## config.mk

```make
export PLATFORM = sky130hd
export DESIGN_NAME = sram_rd_out_path
export DESIGN_NICKNAME = d
export VERILOG_FILES = /design/src/rtl/sram_rd_out_pkg.sv /design/src/rtl/sram_rd_cmd_stage.sv /design/src/rtl/sram_rd_out_reg.sv /design/src/rtl/sram_rd_drive.sv /design/src/rtl/sram_rd_out_path.sv
export SDC_FILE = /design/constraint.sdc
export NUM_CORES = 1
export LEC_CHECK = 0
export ABC_CLOCK_PERIOD_IN_PS = 2300
export BUFFER_PORTS_ARGS = -buffer_cell sky130_fd_sc_hd__buf_4
export CORE_AREA = 2 2 69 71
export DETAILED_ROUTE_END_ITERATION = 12
export DIE_AREA = 0 0 71 73
export MAX_ROUTING_LAYER = met4
export PLACE_DENSITY_LB_ADDON = 0.3
export RECOVER_POWER = 50
export SLEW_MARGIN = 20
export SYNTH_ARGS = -nofsm -noshare
export SYNTH_HDL_FRONTEND = slang
export SYNTH_SLANG_ARGS = --single-unit
```

## constraint.sdc

```tcl
create_clock -name clk_i -period 2.3 [get_ports clk_i]
set_input_delay 0.23 -clock clk_i [delete_from_list [all_inputs] [get_ports clk_i]]
set_output_delay 0.23 -clock clk_i [all_outputs]
set_load 0.01 [all_outputs]
```

## src/rtl/sram_rd_out_pkg.sv

```systemverilog
package sram_rd_out_pkg;

  typedef enum logic [1:0] {
    CMD_DESEL = 2'd0,
    CMD_READ  = 2'd1,
    CMD_WRITE = 2'd2
  } cmd_e;

  function automatic cmd_e decode_cmd(input logic sel, input logic rd);
    if (!sel)    return CMD_DESEL;
    else if (rd) return CMD_READ;
    else         return CMD_WRITE;
  endfunction

endpackage

```

## src/rtl/sram_rd_cmd_stage.sv

```systemverilog
module sram_rd_cmd_stage
  import sram_rd_out_pkg::*;
(
  input  logic clk_i,
  input  logic rst_ni,
  input  logic sel_i,
  input  logic rd_i,
  output logic s1_rd_o,
  output logic kill_o
);

  cmd_e cmd_now;
  logic s1_rd_q;

  assign cmd_now = decode_cmd(sel_i, rd_i);

  // Write in flight: clears every read-active stage at this edge.
  assign kill_o = (cmd_now == CMD_WRITE);

  always_ff @(posedge clk_i or negedge rst_ni) begin
    if (!rst_ni) begin
      s1_rd_q <= 1'b0;
    end else begin
      unique case (cmd_now)
        CMD_READ:  s1_rd_q <= 1'b1;
        CMD_WRITE: s1_rd_q <= 1'b0;
        default:   s1_rd_q <= 1'b0; // deselect travels like a read
      endcase
    end
  end

  assign s1_rd_o = s1_rd_q;

endmodule

```

## src/rtl/sram_rd_out_reg.sv

```systemverilog
module sram_rd_out_reg #(
  parameter int unsigned DATA_W = 32
) (
  input  logic              clk_i,
  input  logic              rst_ni,
  input  logic              s1_rd_i,
  input  logic              kill_i,
  input  logic [DATA_W-1:0] rd_data_i,
  output logic              s2_rd_o,
  output logic [DATA_W-1:0] s2_data_o
);

  logic              s2_rd_q;
  logic [DATA_W-1:0] s2_data_q;

  always_ff @(posedge clk_i or negedge rst_ni) begin
    if (!rst_ni) begin
      s2_rd_q <= 1'b0;
    end else begin
      s2_rd_q <= s1_rd_i & ~kill_i;
    end
  end

  // Capture only words that belong to a read.
  always_ff @(posedge clk_i or negedge rst_ni) begin
    if (!rst_ni) begin
      s2_data_q <= '0;
    end else if (s1_rd_i) begin
      s2_data_q <= rd_data_i;
    end
  end

  assign s2_rd_o   = s2_rd_q;
  assign s2_data_o = s2_data_q;

endmodule

```

## src/rtl/sram_rd_drive.sv

```systemverilog
module sram_rd_drive #(
  parameter int unsigned DATA_W = 32
) (
  input  logic              pipe_mode_i,
  input  logic              oe_i,
  input  logic              s1_rd_i,
  input  logic [DATA_W-1:0] rd_data_i,
  input  logic              s2_rd_i,
  input  logic [DATA_W-1:0] s2_data_i,
  output logic [DATA_W-1:0] data_o,
  output logic              valid_o,
  output logic [DATA_W-1:0] drive_en_o
);

  logic              active;
  logic [DATA_W-1:0] word;

  always_comb begin
    if (pipe_mode_i) begin
      active = s2_rd_i;
      word   = s2_data_i;
    end else begin
      active = s1_rd_i;
      word   = rd_data_i;
    end
  end

  assign valid_o = active;

  // Per-bit drive and data gating; oe_i acts without a clock.
  for (genvar b = 0; b < DATA_W; b++) begin : g_bit
    assign data_o[b]     = active & word[b];
    assign drive_en_o[b] = active & oe_i;
  end

endmodule

```

## src/rtl/sram_rd_out_path.sv

```systemverilog
module sram_rd_out_path #(
  parameter int unsigned DATA_W = 32
) (
  input  logic              clk_i,
  input  logic              rst_ni,
  input  logic              pipe_mode_i,
  input  logic              oe_i,
  input  logic              sel_i,
  input  logic              rd_i,
  input  logic [DATA_W-1:0] rd_data_i,
  output logic [DATA_W-1:0] data_o,
  output logic              valid_o,
  output logic [DATA_W-1:0] drive_en_o
);

  logic              s1_rd;
  logic              kill;
  logic              s2_rd;
  logic [DATA_W-1:0] s2_data;

  sram_rd_cmd_stage i_cmd (
    .clk_i   (clk_i),
    .rst_ni  (rst_ni),
    .sel_i   (sel_i),
    .rd_i    (rd_i),
    .s1_rd_o (s1_rd),
    .kill_o  (kill)
  );

  sram_rd_out_reg #(.DATA_W(DATA_W)) i_oreg (
    .clk_i     (clk_i),
    .rst_ni    (rst_ni),
    .s1_rd_i   (s1_rd),
    .kill_i    (kill),
    .rd_data_i (rd_data_i),
    .s2_rd_o   (s2_rd),
    .s2_data_o (s2_data)
  );

  sram_rd_drive #(.DATA_W(DATA_W)) i_drv (
    .pipe_mode_i (pipe_mode_i),
    .oe_i        (oe_i),
    .s1_rd_i     (s1_rd),
    .rd_data_i   (rd_data_i),
    .s2_rd_i     (s2_rd),
    .s2_data_i   (s2_data),
    .data_o      (data_o),
    .valid_o     (valid_o),
    .drive_en_o  (drive_en_o)
  );

endmodule

```

Word-level counts from Yosys, hierarchy flattened
Cells that the tools add are included.
- bits in registers: 34
- input port bits: 38
- logic and storage cells: 45
- equality and inequality tests: 2
- multiplexer cells: 5
- bitwise logic cells: 35
- operators by type and width (operator ; count):
    $and A1 B1 Y1 ; 34
    $mux W32 ; 1
    $mux W2 ; 2
    $eq A2 B1 Y1 const B ; 1
    $eq A2 B2 Y1 const B ; 1
    $mux W1 ; 2
    $not A1 Y1 ; 1

Depth between registers and ports, before layout
- word-level depth: 5
- mapped depth: 4
- mapped depth without buffers: 2

Modules after synthesis
From an unflattened synthesis, not the netlist that was laid out.
- cells, all modules: 148
- area, all modules: 2028.2 sq um
- by module, submodules not included (module ; instances ; cells an instance ; area an instance (sq um)):
    sram_rd_out_reg ; 1 ; 70 ; 1372.6
    sram_rd_drive ; 1 ; 75 ; 614.3
    sram_rd_cmd_stage ; 1 ; 3 ; 41.3

Least setup slack after synthesis
No wires, ideal clock.
- path kind: reg-to-output
- start: register i_oreg.s2_rd_q (netlist: i_oreg.s2_rd_o)
- end: output drive_en_o[10]
- data arrival time: 1.151 ns
- required time: 2.070 ns
- slack: 0.919 ns
- cell stages (with the launch flop): 5
- buffers on the path: 2
- cells stage by stage: dfrtp_1 clkbuf_2 mux2_4 and2_4 buf_4
- word-level cells in the longest chain between the ends: 2
- RTL lines (item ; RTL line ; RTL):
    from (decl) ; sram_rd_out_reg.sv:13 ; logic s2_rd_q;
    from (signal assigned) ; sram_rd_out_reg.sv:20 ; s2_rd_q <= s1_rd_i & ~kill_i;
    $mux W1 ; sram_rd_drive.sv:19 ; if (pipe_mode_i) begin
    named net valid_o ; sram_rd_out_path.sv:12 ; output logic valid_o,
    $and A1 B1 Y1 ; - ;
    to (decl) ; sram_rd_out_path.sv:13 ; output logic [DATA_W-1:0] drive_en_o
The timed path passes the listed nets, and every way through them passes these cells.

Worst setup path in the final report
- start: register i_cmd.s1_rd_q (netlist: i_cmd.s1_rd_o)
- end: output data_o[9]
- word-level cells in the longest chain between the ends: 2
- RTL lines (item ; RTL line ; RTL):
    from (decl) ; sram_rd_cmd_stage.sv:13 ; logic s1_rd_q;
    from (signal assigned) ; sram_rd_cmd_stage.sv:22 ; s1_rd_q <= 1'b0;
    from (signal assigned) ; sram_rd_cmd_stage.sv:25 ; CMD_READ: s1_rd_q <= 1'b1;
    from (signal assigned) ; sram_rd_cmd_stage.sv:26 ; CMD_WRITE: s1_rd_q <= 1'b0;
    $mux W1 ; sram_rd_drive.sv:19 ;
    $and A1 B1 Y1 ; sram_rd_drive.sv:32 ; assign data_o[b] = active & word[b];
    to (decl) ; sram_rd_out_path.sv:11 ; output logic [DATA_W-1:0] data_o,
Every way passes these cells.

==> flow_summary.yaml <==
timing:
  worstMarginPinSlew_ns: 0.808
  fin_tns_setup_ns: 0
  finalMaxSlewViolations: 0
  setup_viol: 0
  hold_viol: 0
  finalCritPeriodShare_pct: 83.8
  fmax_mhz: 519
  rsz0062_at_grt: "no"
  clock_skew_ns: 0.00204
  finalCriticalPeriod_ns: 1.93
  slew_headroom_pct: 46.1
floorplanning:
  rows: 25
  fp.dieW_um: 71
  boundaryPins: 103
  dieArea_um2: 5180
  die_h_um: 73
  start_util_pct: 43.1
  core_area_um2: 4540
drt:
  avgRoutedWirePerCell_um: 11.8
  drtPass1Iterations: 4
  via_per_inst: 4.87
  drc: 0
  wl_mm: 4.37
  drt-initial-drc-count: 57
  postRouteAntennaNets: 0
  vias: 1796
synth:
  synth_top_cell_area_share_pct: 43.6
  synth_area_leaders: "dfrtp_1, o21ai_0, buf_4"
  yosysUniqueCellTypes: 15
  synth_largest_area_cell: "dfrtp_1"
  syn_avg_cell_area_um2: 7.88
  ys_warn_count: 0
  synthesis.nets: 286
  syn-instance-count: 248
  synth_area_um2: 1950
  ys_seq_area_share_pct: 43.6
  ys_ff_latch: 34
clock_tree:
  cts_max_level: 2
  clock_latency_ns: 0.28
  cts_sinks: 34
  cts_tree: "yes"
  cts_buffer_depth: 2
  postCtsResizedCells: 0
  cts_root_buf: "clkbuf_8"
  clk_pin_slew_ns: 0.06
  cts_buffers: 5
power_and_ir_drop:
  p_switching_mw: 0.401
  vdd_drop_max_uv: 318
  power_frac_seq_pct: 48.6
  sw_frac_of_total_pct: 27.3
  pwr_density_cell_nw_per_um2: 569
  p_clk_share_pct: 30.1
  p_int_mw: 1.07
  leakage_nw: 1.33
  p_comb_share_pct: 21.3
setup_path:
  critPathLaunch: "i_cmd.s1_rd_o"
  rrSetupSlack_ns: 1.05
  r2r_start: "i_cmd.s1_rd_o"
  path_max_fanout: 31
  r2r_end: "i_oreg.s2_rd_o"
  cp.arrival_ns: 1.70
  crit_end: "data_o[9]"
  startpoint_type: "register"
  r2r_cells: 2
  end_kind: "primary output"
  critPathKind: "reg2out"
  cp.required_ns: 2.07
layout:
  layout_common_cells: "buf_4, o21ai_0, dfrtp_1"
  drive_gt1_share_pct: 36.8
  layout_commonest_cell: "buf_4"
  diodes: 0
  instances_no_fill: 369
  area_growth_pct: 32.2
  fin_nets: 352
global_route:
  grt_max_degree: 40
  grt_pass1_wl_mm: 7.08
  antenna_found_initial: 0
  grt_pass1_vias: 1582
  track_usage_pct: 17.6
  grt_overflow_total: 0
run:
  max_cap_violations: 0
run_status:
  status: "finished clean"
hold_path:
  hold_path.class: "in2reg"
placed_design:
  dpl.hpwl_mm: 3.09
  gp_congestion: 0.740
  numPlacedInstances: 360
  port_buffers: 102
==> cell type report <==
| type | instances | area [um2] |
|---|---|---|
| clock buffer | 7 | 86.3 |
| clock inverter | 1 | 5.00 |
| fill | 431 | 1950 |
| inverter | 33 | 124 |
| multi-input combinational | 132 | 638 |
| sequential | 34 | 851 |
| tap | 54 | 67.6 |
| timing repair buffer | 108 | 811 |
==> cells by family (layout without fill, tap and decap cells) <==
logic type / after synthesis / in the layout / synth area share, %
simple gates: 66 / 66 / 15.1
mux: 1 / 1 / 0.769
flops: 34 / 34 / 43.6
compound gates: 65 / 65 / 16.8
buf+inv: 82 / 149 / 23.8
==> metrics by stage <==
stage          cell area [um2]  util, %  power [mW]  hold slack [ns]  worst slack [ns]
2_1_floorplan             1950        -       0.906          -0.0656             0.919
3_3_place_gp              2480     54.8        1.03            0.206             0.801
3_5_place_dp              2480     54.8        1.04            0.201             0.817
4_1_cts                   2590     57.0        1.49            0.138             0.507
5_1_grt                   2580     56.9        1.56            0.132             0.202
6_report                  2580     56.9        1.47            0.146             0.373
==> state kept, by name, indices dropped and copies added (netlist names) <==
name,count
i_oreg.s2_rd_o,1
i_cmd.s1_rd_o,1
i_oreg.s2_data_o,32
==> critical path, stage by stage (launching register included) <==
cell and delay [ns]:
dfrtp_1 0.60, buf_4 0.36, nand2_1 0.11, o21ai_0 0.19, buf_4 0.15
==> synth_stat cells, drive strengths merged <==
master / number
nand2: 32
dfrtp: 34
inv: 33
o21ai: 64
a21boi: 1
nand3: 32
buf: 45
and2: 2
mux2: 1
clkbuf: 4
==> metal layers <==
metal	vias to the layer above	track usage (%)	share of wire [%]
met5	-	-	0
met4	0	4.61	0.57
met3	2	4.97	8.4
met2	72	28.3	46
met1	827	22.0	45
li1	895	-	-
==> what timing repair did <==
action | in CTS | in global routing
endpoints found under the hold margin | 34 | 0
hold buffers | 1 | 0
buffers inserted | 0 | 0
==> power groups by stage <==
stage | logic (mW) | clock network [mW] | registers [mW]
final | 0.313 | 0.442 | 0.714
after CTS | 0.319 | 0.456 | 0.714
after floorplan | 0.194 | 0 | 0.712
after detailed placement | 0.318 | 0 | 0.723
after global placement | 0.313 | 0 | 0.720
after global routing | 0.352 | 0.482 | 0.725
==> how the worst min path moves through the flow <==
stage	to	cells past startpoint	start	slack [ns]
3_5_place_dp	i_oreg.s2_data_o[15]	1	rst_ni	0.20
5_1_grt	i_oreg.s2_rd_o	2	sel_i	0.13
6_report	i_oreg.s2_rd_o	2	sel_i	0.15
4_1_cts	i_oreg.s2_rd_o	2	sel_i	0.14
3_3_place_gp	i_oreg.s2_data_o[18]	1	rst_ni	0.21
2_1_floorplan	i_cmd.s1_rd_o	0	rst_ni	-0.07
No activity file was read; power rests on OpenSTA's default activity.
